===== src/rtl/fuse_rd_pkg.sv =====
package fuse_rd_pkg;

  localparam logic [7:0] OFS_CTRL  = 8'h00;
  localparam logic [7:0] OFS_MDATA = 8'h04;
  localparam logic [7:0] OFS_STAT  = 8'h18;
  localparam logic [7:0] OFS_ADATA = 8'h20;
  localparam logic [7:0] OFS_AUTO  = 8'h24;

  localparam logic [31:0] CTRL_STANDBY = 32'h0000_0021;

  typedef enum logic [2:0] {
    SQ_IDLE, SQ_SETUP, SQ_STRB, SQ_CAPT, SQ_HOLD, SQ_STBY, SQ_DONE
  } seq_state_t;

  typedef struct packed {
    logic       sel_n;
    logic       strobe;
    logic       load;
    logic       prog_n;
    logic       pwrdn;
    logic       sense_n;
    logic       strb_shift;
    logic [9:0] addr;
  } pin_bundle_t;

  function automatic pin_bundle_t pins_from_ctrl(input logic [31:0] c);
    pin_bundle_t p;
    p.sel_n      = c[0];
    p.strobe     = c[1];
    p.load       = c[2];
    p.prog_n     = c[3];
    p.pwrdn      = c[5];
    p.sense_n    = c[7];
    p.strb_shift = c[9];
    p.addr       = c[25:16];
    return p;
  endfunction

  function automatic pin_bundle_t standby_pins();
    pin_bundle_t p;
    p = '0;
    p.sel_n = 1'b1;
    p.pwrdn = 1'b1;
    return p;
  endfunction

  function automatic pin_bundle_t read_pins(input logic [9:0] a, input logic stb);
    pin_bundle_t p;
    p.sel_n      = 1'b0;
    p.strobe     = stb;
    p.load       = 1'b1;
    p.prog_n     = 1'b1;
    p.pwrdn      = 1'b0;
    p.sense_n    = 1'b1;
    p.strb_shift = 1'b1;
    p.addr       = a;
    return p;
  endfunction

  function automatic logic start_code(input logic [31:0] w);
    return w[0] & w[1];
  endfunction

  function automatic logic word_in_range(input logic [9:0] a, input int words);
    return int'(a) < words;
  endfunction

endpackage


===== src/rtl/fuse_reg_file.sv =====
module fuse_reg_file
  import fuse_rd_pkg::*;
#(
  parameter int AW = 8,
  parameter int DW = 32
) (
  input  logic          clk,
  input  logic          rst_n,
  input  logic          bus_wr,
  input  logic [AW-1:0] bus_addr,
  input  logic [DW-1:0] bus_wdata,
  output logic [DW-1:0] bus_rdata,
  input  logic          busy,
  input  logic          done_pulse,
  input  logic [DW-1:0] fuse_q,
  input  logic [DW-1:0] auto_data,
  input  logic [9:0]    auto_addr,
  output logic [DW-1:0] ctrl_q,
  output logic          ctrl_wr,
  output logic          start_req,
  output logic [9:0]    start_addr,
  output logic          clr_req,
  output logic          done_flag
);

  logic [DW-1:0] mdata_q;
  logic          wr_ctrl, wr_stat, wr_auto;

  assign wr_ctrl    = bus_wr && (bus_addr == AW'(OFS_CTRL));
  assign wr_stat    = bus_wr && (bus_addr == AW'(OFS_STAT));
  assign wr_auto    = bus_wr && (bus_addr == AW'(OFS_AUTO));
  assign ctrl_wr    = wr_ctrl;
  assign start_req  = wr_auto && start_code(bus_wdata);
  assign start_addr = bus_wdata[25:16];
  assign clr_req    = wr_stat && bus_wdata[0];

  always_ff @(posedge clk or negedge rst_n) begin
    if (!rst_n) begin
      ctrl_q <= CTRL_STANDBY;
    end else if (wr_ctrl && !busy) begin
      ctrl_q <= bus_wdata;
    end
  end

  always_ff @(posedge clk or negedge rst_n) begin
    if (!rst_n) begin
      mdata_q <= '0;
    end else if (!busy && ctrl_q[1]) begin
      mdata_q <= fuse_q;
    end
  end

  always_ff @(posedge clk or negedge rst_n) begin
    if (!rst_n) begin
      done_flag <= 1'b0;
    end else if (done_pulse) begin
      done_flag <= 1'b1;
    end else if (clr_req) begin
      done_flag <= 1'b0;
    end
  end

  always_comb begin
    case (bus_addr)
      AW'(OFS_CTRL):  bus_rdata = ctrl_q;
      AW'(OFS_MDATA): bus_rdata = mdata_q;
      AW'(OFS_STAT):  bus_rdata = {{(DW-1){1'b0}}, done_flag};
      AW'(OFS_ADATA): bus_rdata = auto_data;
      AW'(OFS_AUTO):  bus_rdata = {6'b0, auto_addr, 16'b0};
      default:        bus_rdata = '0;
    endcase
  end

endmodule


===== src/rtl/fuse_auto_seq.sv =====
module fuse_auto_seq
  import fuse_rd_pkg::*;
#(
  parameter int DW        = 32,
  parameter int WORDS     = 32,
  parameter int SETUP_CYC = 4,
  parameter int STRB_CYC  = 6,
  parameter int HOLD_CYC  = 4
) (
  input  logic          clk,
  input  logic          rst_n,
  input  logic          start_req,
  input  logic [9:0]    start_addr,
  input  logic [DW-1:0] fuse_q,
  output logic          busy,
  output logic          done_pulse,
  output logic          in_standby,
  output logic [9:0]    auto_addr,
  output logic [DW-1:0] auto_data,
  output pin_bundle_t   seq_pins
);

  localparam int MAX_CYC = (SETUP_CYC > STRB_CYC) ?
                           ((SETUP_CYC > HOLD_CYC) ? SETUP_CYC : HOLD_CYC) :
                           ((STRB_CYC > HOLD_CYC) ? STRB_CYC : HOLD_CYC);
  localparam int CW = $clog2(MAX_CYC + 1);

  seq_state_t    state;
  logic [CW-1:0] cnt;

  function automatic logic phase_last(input logic [CW-1:0] c, input int len);
    return int'(c) >= (len - 1);
  endfunction

  always_ff @(posedge clk or negedge rst_n) begin
    if (!rst_n) begin
      state     <= SQ_IDLE;
      cnt       <= '0;
      auto_addr <= '0;
      auto_data <= '0;
    end else begin
      case (state)
        SQ_IDLE: begin
          cnt <= '0;
          if (start_req) begin
            auto_addr <= start_addr;
            if (word_in_range(start_addr, WORDS)) begin
              state <= SQ_SETUP;
            end else begin
              auto_data <= '0;
              state     <= SQ_DONE;
            end
          end
        end
        SQ_SETUP: begin
          if (phase_last(cnt, SETUP_CYC)) begin
            cnt   <= '0;
            state <= SQ_STRB;
          end else begin
            cnt <= cnt + 1'b1;
          end
        end
        SQ_STRB: begin
          if (phase_last(cnt, STRB_CYC)) begin
            cnt   <= '0;
            state <= SQ_CAPT;
          end else begin
            cnt <= cnt + 1'b1;
          end
        end
        SQ_CAPT: begin
          auto_data <= fuse_q;
          state     <= SQ_HOLD;
        end
        SQ_HOLD: begin
          if (phase_last(cnt, HOLD_CYC)) begin
            cnt   <= '0;
            state <= SQ_STBY;
          end else begin
            cnt <= cnt + 1'b1;
          end
        end
        SQ_STBY: state <= SQ_DONE;
        SQ_DONE: state <= SQ_IDLE;
        default: state <= SQ_IDLE;
      endcase
    end
  end

  assign busy       = (state != SQ_IDLE);
  assign done_pulse = (state == SQ_DONE);
  assign in_standby = (state == SQ_STBY) || (state == SQ_DONE);

  always_comb begin
    case (state)
      SQ_SETUP, SQ_HOLD: seq_pins = read_pins(auto_addr, 1'b0);
      SQ_STRB, SQ_CAPT:  seq_pins = read_pins(auto_addr, 1'b1);
      default:           seq_pins = standby_pins();
    endcase
  end

endmodule


===== src/rtl/fuse_pin_mux.sv =====
module fuse_pin_mux
  import fuse_rd_pkg::*;
(
  input  logic        busy,
  input  logic [31:0] ctrl_q,
  input  pin_bundle_t seq_pins,
  output pin_bundle_t pins
);

  always_comb begin
    if (busy) pins = seq_pins;
    else      pins = pins_from_ctrl(ctrl_q);
  end

endmodule


===== src/rtl/fuse_rd_ctrl.sv =====
module fuse_rd_ctrl
  import fuse_rd_pkg::*;
#(
  parameter int AW        = 8,
  parameter int DW        = 32,
  parameter int WORDS     = 32,
  parameter int SETUP_CYC = 4,
  parameter int STRB_CYC  = 6,
  parameter int HOLD_CYC  = 4
) (
  input  logic          clk,
  input  logic          rst_n,
  input  logic          bus_wr,
  input  logic [AW-1:0] bus_addr,
  input  logic [DW-1:0] bus_wdata,
  output logic [DW-1:0] bus_rdata,
  output logic          fuse_sel_n,
  output logic          fuse_strobe,
  output logic          fuse_load,
  output logic          fuse_prog_n,
  output logic          fuse_pwrdn,
  output logic          fuse_sense_n,
  output logic          fuse_strb_shift,
  output logic [9:0]    fuse_addr,
  input  logic [DW-1:0] fuse_q
);

  logic          seq_busy, done_pulse, in_standby;
  logic          ctrl_wr, start_req, clr_req, done_flag;
  logic [9:0]    start_addr, auto_addr;
  logic [DW-1:0] ctrl_q, auto_data;
  pin_bundle_t   seq_pins, pins;

  fuse_reg_file #(.AW(AW), .DW(DW)) u_regs (
    .clk        (clk),
    .rst_n      (rst_n),
    .bus_wr     (bus_wr),
    .bus_addr   (bus_addr),
    .bus_wdata  (bus_wdata),
    .bus_rdata  (bus_rdata),
    .busy       (seq_busy),
    .done_pulse (done_pulse),
    .fuse_q     (fuse_q),
    .auto_data  (auto_data),
    .auto_addr  (auto_addr),
    .ctrl_q     (ctrl_q),
    .ctrl_wr    (ctrl_wr),
    .start_req  (start_req),
    .start_addr (start_addr),
    .clr_req    (clr_req),
    .done_flag  (done_flag)
  );

  fuse_auto_seq #(
    .DW(DW), .WORDS(WORDS), .SETUP_CYC(SETUP_CYC),
    .STRB_CYC(STRB_CYC), .HOLD_CYC(HOLD_CYC)
  ) u_seq (
    .clk        (clk),
    .rst_n      (rst_n),
    .start_req  (start_req),
    .start_addr (start_addr),
    .fuse_q     (fuse_q),
    .busy       (seq_busy),
    .done_pulse (done_pulse),
    .in_standby (in_standby),
    .auto_addr  (auto_addr),
    .auto_data  (auto_data),
    .seq_pins   (seq_pins)
  );

  fuse_pin_mux u_mux (
    .busy     (seq_busy),
    .ctrl_q   (ctrl_q),
    .seq_pins (seq_pins),
    .pins     (pins)
  );

  assign fuse_sel_n      = pins.sel_n;
  assign fuse_strobe     = pins.strobe;
  assign fuse_load       = pins.load;
  assign fuse_prog_n     = pins.prog_n;
  assign fuse_pwrdn      = pins.pwrdn;
  assign fuse_sense_n    = pins.sense_n;
  assign fuse_strb_shift = pins.strb_shift;
  assign fuse_addr       = pins.addr;

endmodule


===== config.mk =====
export PLATFORM = sky130hd
export DESIGN_NAME = fuse_rd_ctrl
export DESIGN_NICKNAME = d
export VERILOG_FILES = /design/src/rtl/fuse_rd_pkg.sv /design/src/rtl/fuse_reg_file.sv /design/src/rtl/fuse_auto_seq.sv /design/src/rtl/fuse_pin_mux.sv /design/src/rtl/fuse_rd_ctrl.sv
export SDC_FILE = /design/constraint.sdc
export NUM_CORES = 1
export LEC_CHECK = 0
export ABC_AREA = 0
export BUFFER_PORTS_ARGS = -buffer_cell sky130_fd_sc_hd__buf_2
export CAP_MARGIN = 20
export CELL_PAD_IN_SITES_DETAIL_PLACEMENT = 0
export CELL_PAD_IN_SITES_GLOBAL_PLACEMENT = 1
export CORE_ASPECT_RATIO = 0.75
export CORE_MARGIN = 2
export CORE_UTILIZATION = 26
export CTS_CLUSTER_SIZE = 14
export DETAILED_ROUTE_END_ITERATION = 8
export GPL_ROUTABILITY_DRIVEN = 0
export GPL_TIMING_DRIVEN = 0
export PLACE_DENSITY_LB_ADDON = 0.15
export SLEW_MARGIN = 20
export SYNTH_ARGS = -nofsm -noshare
export SYNTH_HDL_FRONTEND = slang
export SYNTH_SLANG_ARGS = --single-unit

===== constraint.sdc =====
create_clock -name clk -period 6.3 [get_ports clk]
set_input_delay 0.63 -clock clk [delete_from_list [all_inputs] [get_ports clk]]
set_output_delay 0.63 -clock clk [all_outputs]
set_load 0.01 [all_outputs]

==> key figures, run 1 <==
Global routing
  – Total global-route track usage: 16.69%
  – First-pass GRT wire length: 26,370 um
  – Largest net degree at the start of global routing: 67
  – Congestion Overflow GR: 0
  – Number of antenna violations at the first check in global routing: 1
  – Vias in the first global route: 4,407

Clocking
  – Postcts setup bufs: 0
  – Clk root buf: clkbuf_16
  – Htree depth: 4
  – CTS resizes: 0
  – Sink Count: 113
  – CTS tree: yes
  – Maximum buffer depth of the clock tree: 2
  – Total CTS buffers: 17
  – Worst-skew pair later-pin latency: 0.42 ns
  – Clock transition at the registers of the reported paths: 0.05 ns
  – Hold Buf Count CTS: 0

Flow run
  – Max-capacitance violation count: 0

Worst setup path
  – RR Endpoint: u_regs.mdata_q[18]
  – CP arrival: 2.92 ns
  – R2R depth: 6
  – CP Launch Type: input pin
  – Worst r2r src: u_seq.state[1]
  – CP endpoint kind: output pin
  – Critical path class: in -> out
  – CP required: 5.67 ns
  – Flop-to-flop setup slack: 3.63 ns
  – Critical Path Fanout Max: 10

Power
  – P_leak: 3.542 nW
  – P per Cell Area: 374.4 mW/mm^2
  – Peak VDD IR: 0.0001452 V

Timing
  – Rel. slew slack: 33.76%
  – Setup_tns: 0 ns
  – Worst slew pin tran: 0.9882 ns
  – Hold WS: 0.2090 ns
  – Final setup vio count: 0
  – RSZ-0062 raised after global routing: no
  – Fin Clk Skew: 0.01314 ns
  – Slew Viols, Final: 0
  – Final hold vios: 0
  – Fmax: 0.2819 GHz
  – Tcrit/Tclk final: 56.31%
  – Min Tclk post-route: 3.548 ns

Logic synthesis
  – Synth Warn #: 0
  – Post-synthesis register bit count: 113
  – Syn Inst Count: 411
  – Ys async rst share: 100.0%
  – Number of enable flip-flop cells after synthesis: 0
  – Syn_area_per_cell: 12.69 sq um
  – Total nets after synthesis: 489
  – Mapped Area: 0.005216 sq mm
  – Post-synth top flop: dfrtp_1
  – Yosys cell types: 49
  – Top cell type by total area after synthesis: dfrtp_1
  – Top cell type's share of synthesized area: 53.25%
  – Top post-synthesis cells by area: dfrtp_1, mux2_2, a22o_1
  – Post-synthesis sequential area ratio: 54.26%

Detailed routing
  – Total wire length: 16,870 um
  – First-pass DRT Iterations: 5
  – DR vias/cell: 5.115
  – Highest Signal Layer: met4
  – First DRT Iteration DRCs: 322
  – DR vias: 4,194
  – Drc violations: 0
  – Met1 WL: 8337 um
  – Wire per inst: 20.57 um
  – Routed Antenna Nets: 0
  – Wire length on met3: 1004 um
  – Met2 WL: 7299 um

Finish
  – Post-Layout Cell Count: 820
  – Nets: 632
  – P&R area growth vs syn: 30.18%
  – Share of layout cells above drive strength 1: 40.64%
  – FILL cells: 1,958

Place
  – Cells after DPL: 788
  – Detailed placement HPWL: 11,850 um
  – Port Buffers: 122

Floorplan
  – Die extent in y: 126.7 um
  – Ports: 124
  – Die Span X: 167.6 um
  – Die area: 0.02122 sq mm
  – Initial core utilization: 26.77%
  – Placement Rows: 44
  – Core area: 0.01949 sq mm

Status
  – Status: finished clean

Min path
  – Hold Crit Class: in -> async
==> worst max-delay path, stage by stage <==
cell and delay (ns):
buf_2 0.13, or4_1 0.67, nor2_1 0.38, clkbuf_1 0.55, a22oi_1 0.21, o21ai_0 0.16
buf_2 0.17
==> layout make-up <==
class                   count  area [sq um]  share of cell area (%)
plain buffers              31         156.4                   2.303
well taps                 253         316.6                   4.662
inverters                  26         97.59                   1.437
repair buffers            124         649.4                   9.563
diodes                      1         2.502                 0.03685
flip-flops and latches    113          2830                   41.68
clock inverters             9         106.4                   1.566
clock buffers              22         484.2                   7.131
multi-input cells         241          2147                   31.62
==> how the worst max path moves through the flow <==
stage | cells past startpoint | end | slack (ns) | startpoint
4_1_cts | 7 | bus_rdata[0] | 2.68 | bus_addr[3]
2_1_floorplan | 4 | bus_rdata[16] | 3.59 | bus_addr[4]
5_1_grt | 7 | bus_rdata[0] | 2.59 | bus_addr[3]
3_5_place_dp | 7 | bus_rdata[0] | 2.69 | bus_addr[3]
6_report | 7 | bus_rdata[0] | 2.75 | bus_addr[3]
3_3_place_gp | 5 | bus_rdata[21] | 2.51 | bus_addr[4]
==> report_power, final <==
group / switching, mW / internal [mW]
combinational: 0.333 / 0.262
sequential: 0.0989 / 0.889
clock: 0.340 / 0.620
total: 0.772 / 1.77
==> state kept, by name, summed over array words and instances (netlist names) <==
register          count
u_seq.state           3
u_regs.done_flag      1
u_seq.auto_addr      10
u_regs.mdata_q       32
u_regs.ctrl_q        32
u_seq.auto_data      32
u_seq.cnt             3
==> layer usage <==
layer	up-vias	track usage, %
li1	1864	-
met1	2161	24.07
met2	154	24.33
met3	15	4.337
met4	0	5.575
met5	-	0
==> placed cells by master (no fill, tap or decap), types with 2 or more instances in the layout <==
cell type   instances
a21o_1              5
ha_1                3
a31oi_1             2
nand2_1            12
clkinvlp_4          3
a222oi_1           22
bufinv_16           2
buf_6               4
inv_1              26
clkinv_2            3
nand3_1             2
dfrtp_1           111
mux2_1             26
dfstp_2             2
nor2b_1             3
o31ai_1             4
a21oi_1             2
a22oi_1            19
o21ai_0            13
and2_1              2
clkbuf_8            4
mux2_2             48
buf_2             133
nor2_1              4
a22o_1             43
nor3_1              5
clkbuf_1           17
or2_2               2
clkbuf_16          17
==> cells in the mapped netlist, types with 2 or more instances <==
master    number
nor3_1         5
a31oi_1        2
mux2_2        48
or2_2          2
nor2b_1        3
o21ai_0       13
buf_6          3
a21oi_1        2
a222oi_1      22
mux2_1        26
a22oi_1       19
a22o_1        43
a21o_1         5
dfstp_2        2
clkbuf_1      16
o31ai_1        4
dfrtp_1      111
nand2_1       12
buf_2         11
ha_1           3
nand3_1        2
nor2_1         4
and2_1         2
inv_1         26
==> per-stage QoR <==
stage / worst slack [ns] / instance area (sq um) / utilization [%] / total power, mW
after global routing: 2.593 / 6788 / 34.83 / 2.686
after CTS: 2.683 / 6788 / 34.83 / 2.569
after detailed placement: 2.691 / 6197 / 31.80 / 1.591
after floorplan: 3.588 / 5216 / - / 1.354
after global placement: 2.513 / 6143 / 31.52 / 1.575
final: 2.752 / 6790 / 34.84 / 2.543
==> kinds of logic after synthesis <==
kind of cell | count (synthesis) | share of synthesized area, %
AO/OA/AOI/OAI | 118 | 18.37
flip-flops | 113 | 54.26
multiplexers | 74 | 15.98
buffers and inverters | 57 | 4.869
AND/OR/NAND/NOR | 46 | 5.805
adder cells (fa/ha/maj) | 3 | 0.7197
Power figures use the tool's default switching activity.
==> inputs of run 2 (changes only) <==
==> constraint.sdc (replaced) <==
create_clock -name clk -period 3.09 [get_ports clk]
set_input_delay 0.309 -clock clk [delete_from_list [all_inputs] [get_ports clk]]
set_output_delay 0.309 -clock clk [all_outputs]
set_load 0.01 [all_outputs]
==> run 2 against run 1 <==
Compared with the run above: global-route usage hardly changed; utilization grew 0.25 points; non-clock buffer count grew 5; final cell count grew 0.61%; setup slack lost 2.6 ns; sequential cell count is the same; highest routed layer unchanged; count of clock-buffer cells in the layout is the same.
==> key figures, run 2 (synthesis gave the netlist of run 1 again) <==
Clocking
  – Sink Count: 113 (unchanged)
  – Clock transition at the registers of the reported paths: 0.06 ns (about the same)
  – Htree depth: 4 (unchanged)
  – Worst-skew pair later-pin latency: 0.42 ns (about the same)
  – Maximum buffer depth of the clock tree: 2 (unchanged)
  – CTS tree: yes
  – Total CTS buffers: 17 (unchanged)
  – Clk root buf: clkbuf_16

Timing
  – Final hold vios: 0 (unchanged)
  – Slew Viols, Final: 0 (unchanged)
  – Rel. slew slack: 45.19% (+11 points)
  – Setup_tns: 0 ns (unchanged)
  – Worst slew pin tran: 0.8187 ns (-0.1696 ns)
  – Fmax: 0.3436 GHz
  – Tcrit/Tclk final: 94.20%
  – Fin Clk Skew: 0.01258 ns (-0.0005608 ns)
  – RSZ-0062 raised after global routing: no
  – Final setup vio count: 0 (unchanged)
  – Min Tclk post-route: 2.911 ns

Finish
  – P&R area growth vs syn: 31.11%
  – Layout Utilization: 35.09% (+0.25 points)
  – Nets: 637 (+0.79%)
  – Commonest non-fill, non-tap cell in the layout: buf_2
  – Share of layout cells above drive strength 1: 41.33% (+0.69 points)
  – Top flop regs: u_regs.ctrl_q x32, u_regs.mdata_q x32, u_seq.auto_data x32
  – Most frequent cells in the layout: buf_2, dfrtp_1, mux2_2

Worst setup path
  – Crit path from: bus_addr[3]
  – CP arrival: 2.60 ns (-0.32 ns)
  – Critical Path Fanout Max: 10 (unchanged)
  – CP endpoint kind: output pin
  – Worst r2r src: u_seq.state[2]
  – Critical path class: in -> out
  – CP Launch Type: input pin
  – CP required: 2.78 ns (-2.89 ns)

Place
  – Port Buffers: 122 (unchanged)
  – Detailed placement HPWL: 11,850 um (unchanged)

Floorplan
  – Placement Rows: 44 (unchanged)
  – Ports: 124 (unchanged)
  – Die Span X: 167.6 um (unchanged)
  – Die area: 0.02122 sq mm (unchanged)
  – Initial core utilization: 26.77% (unchanged)
  – Die extent in y: 126.7 um (unchanged)
  – Core area: 0.01949 sq mm (unchanged)

Detailed routing
  – Wire per inst: 20.44 um (-0.65%)
  – DR vias: 4,186 (-0.19%)
  – First-pass DRT Iterations: 5 (unchanged)
  – Total wire length: 16,860 um (about the same)
  – DR vias/cell: 5.074 (-0.80%)
  – First DRT Iteration DRCs: 300 (-6.8%)
  – Drc violations: 0 (unchanged)
  – Routed Antenna Nets: 0 (unchanged)

Min path
  – Hold Crit Class: in -> reg
  – Hold path startpoint: bus_wdata[30]

Status
  – Status: finished clean

Global routing
  – Largest net degree at the start of global routing: 67 (unchanged)
  – Vias in the first global route: 4,408 (+0.023%)
  – Total global-route track usage: 16.66% (-0.034 points)
  – Congestion Overflow GR: 0 (unchanged)
  – First-pass GRT wire length: 26,340 um (-0.13%)
  – Number of antenna violations at the first check in global routing: 1 (unchanged)

Power
  – P per Cell Area: 765.6 mW/mm^2 (+100%)
  – Peak VDD IR: 0.0002967 V (+100%)
  – P_leak: 3.573 nW (+0.89%)
  – Tot Pwr: 5.236 mW (+110%)

Flow run
  – Max-capacitance violation count: 0 (unchanged)
run 2: cell types whose count changed in the layout (fill, tap and decap cells not counted):
cell	previous run	this run
clkbuf_1	17	15
buf_4	1	5
dlygate4sd3_1	0	1
nor3_2	1	0
clkbuf_2	0	2
nor3_4	0	1
run 2: timing repair:
| action | CTS | global route |
|---|---|---|
| gates cloned | 0 | 0 |
| pin swaps | 0 | 1 |
| hold buffers | 1 | 0 |
| hold endpoints to repair | 63 | 0 |
| setup buffers | 0 | 4 |
| gates resized for setup | 1 | 4 |
| setup endpoints to repair | 5 | 11 |
run 2: worst paths after layout:
check / to / slack (ns) / depth (start not counted)
min in group asynchronous: u_regs.ctrl_q[6] / 0.46 / 2
setup / recovery: bus_rdata[0] / 0.18 / 7
max in group asynchronous: u_seq.auto_addr[6] / 1.95 / 3
hold reg to reg: u_regs.ctrl_q[13] / 0.50 / 1
hold / removal: u_regs.ctrl_q[30] / 0.10 / 2
setup reg to reg: u_seq.auto_data[25] / 0.91 / 6
run 2: cell type report:
class	instances	area [sq um]
flip-flops and latches	113	2830
well taps	253	316.6
clock inverters	9	106.4
repair buffers	129	689.4
fillers	1955	12650
diodes	1	2.502
inverters	26	97.59
clock buffers	22	484.2
plain buffers	31	158.9
multi-input cells	241	2153
run 2: power breakdown:
part           switching [mW]  total (mW)  internal (mW)  leakage [nW]
combinational           0.690        1.27          0.576          1.80
sequential              0.203        2.02           1.81          1.49
clock                   0.691        1.95           1.26         0.284
run 2: worst max-delay path: stages:
cell and delay [ns]:
buf_2 0.13, or4_1 0.67, nor2_1 0.38, clkbuf_1 0.56, a22oi_1 0.20, o21ai_0 0.16
buf_2 0.17
run 2: metrics by stage:
step	hold slack, ns	cell area (sq um)	setup slack, ns	cells
6_report	0.1004	6839	0.1793	825
2_1_floorplan	0.01341	5216	1.020	411
5_1_grt	0.09595	6837	0.02527	824
4_1_cts	0.08209	6804	0.006924	820
3_5_place_dp	0.3636	6197	0.1234	788
3_3_place_gp	0.4768	6143	-0.05544	786
run 2: per-layer routing:
layer / up-vias / wire length, um / global-route usage [%]
li1: 1875 / - / -
met1: 2138 / 8315 / 23.96
met2: 158 / 7273 / 24.36
met3: 15 / 1037 / 4.337
met4: 0 / 235 / 5.575
met5: - / 0 / 0
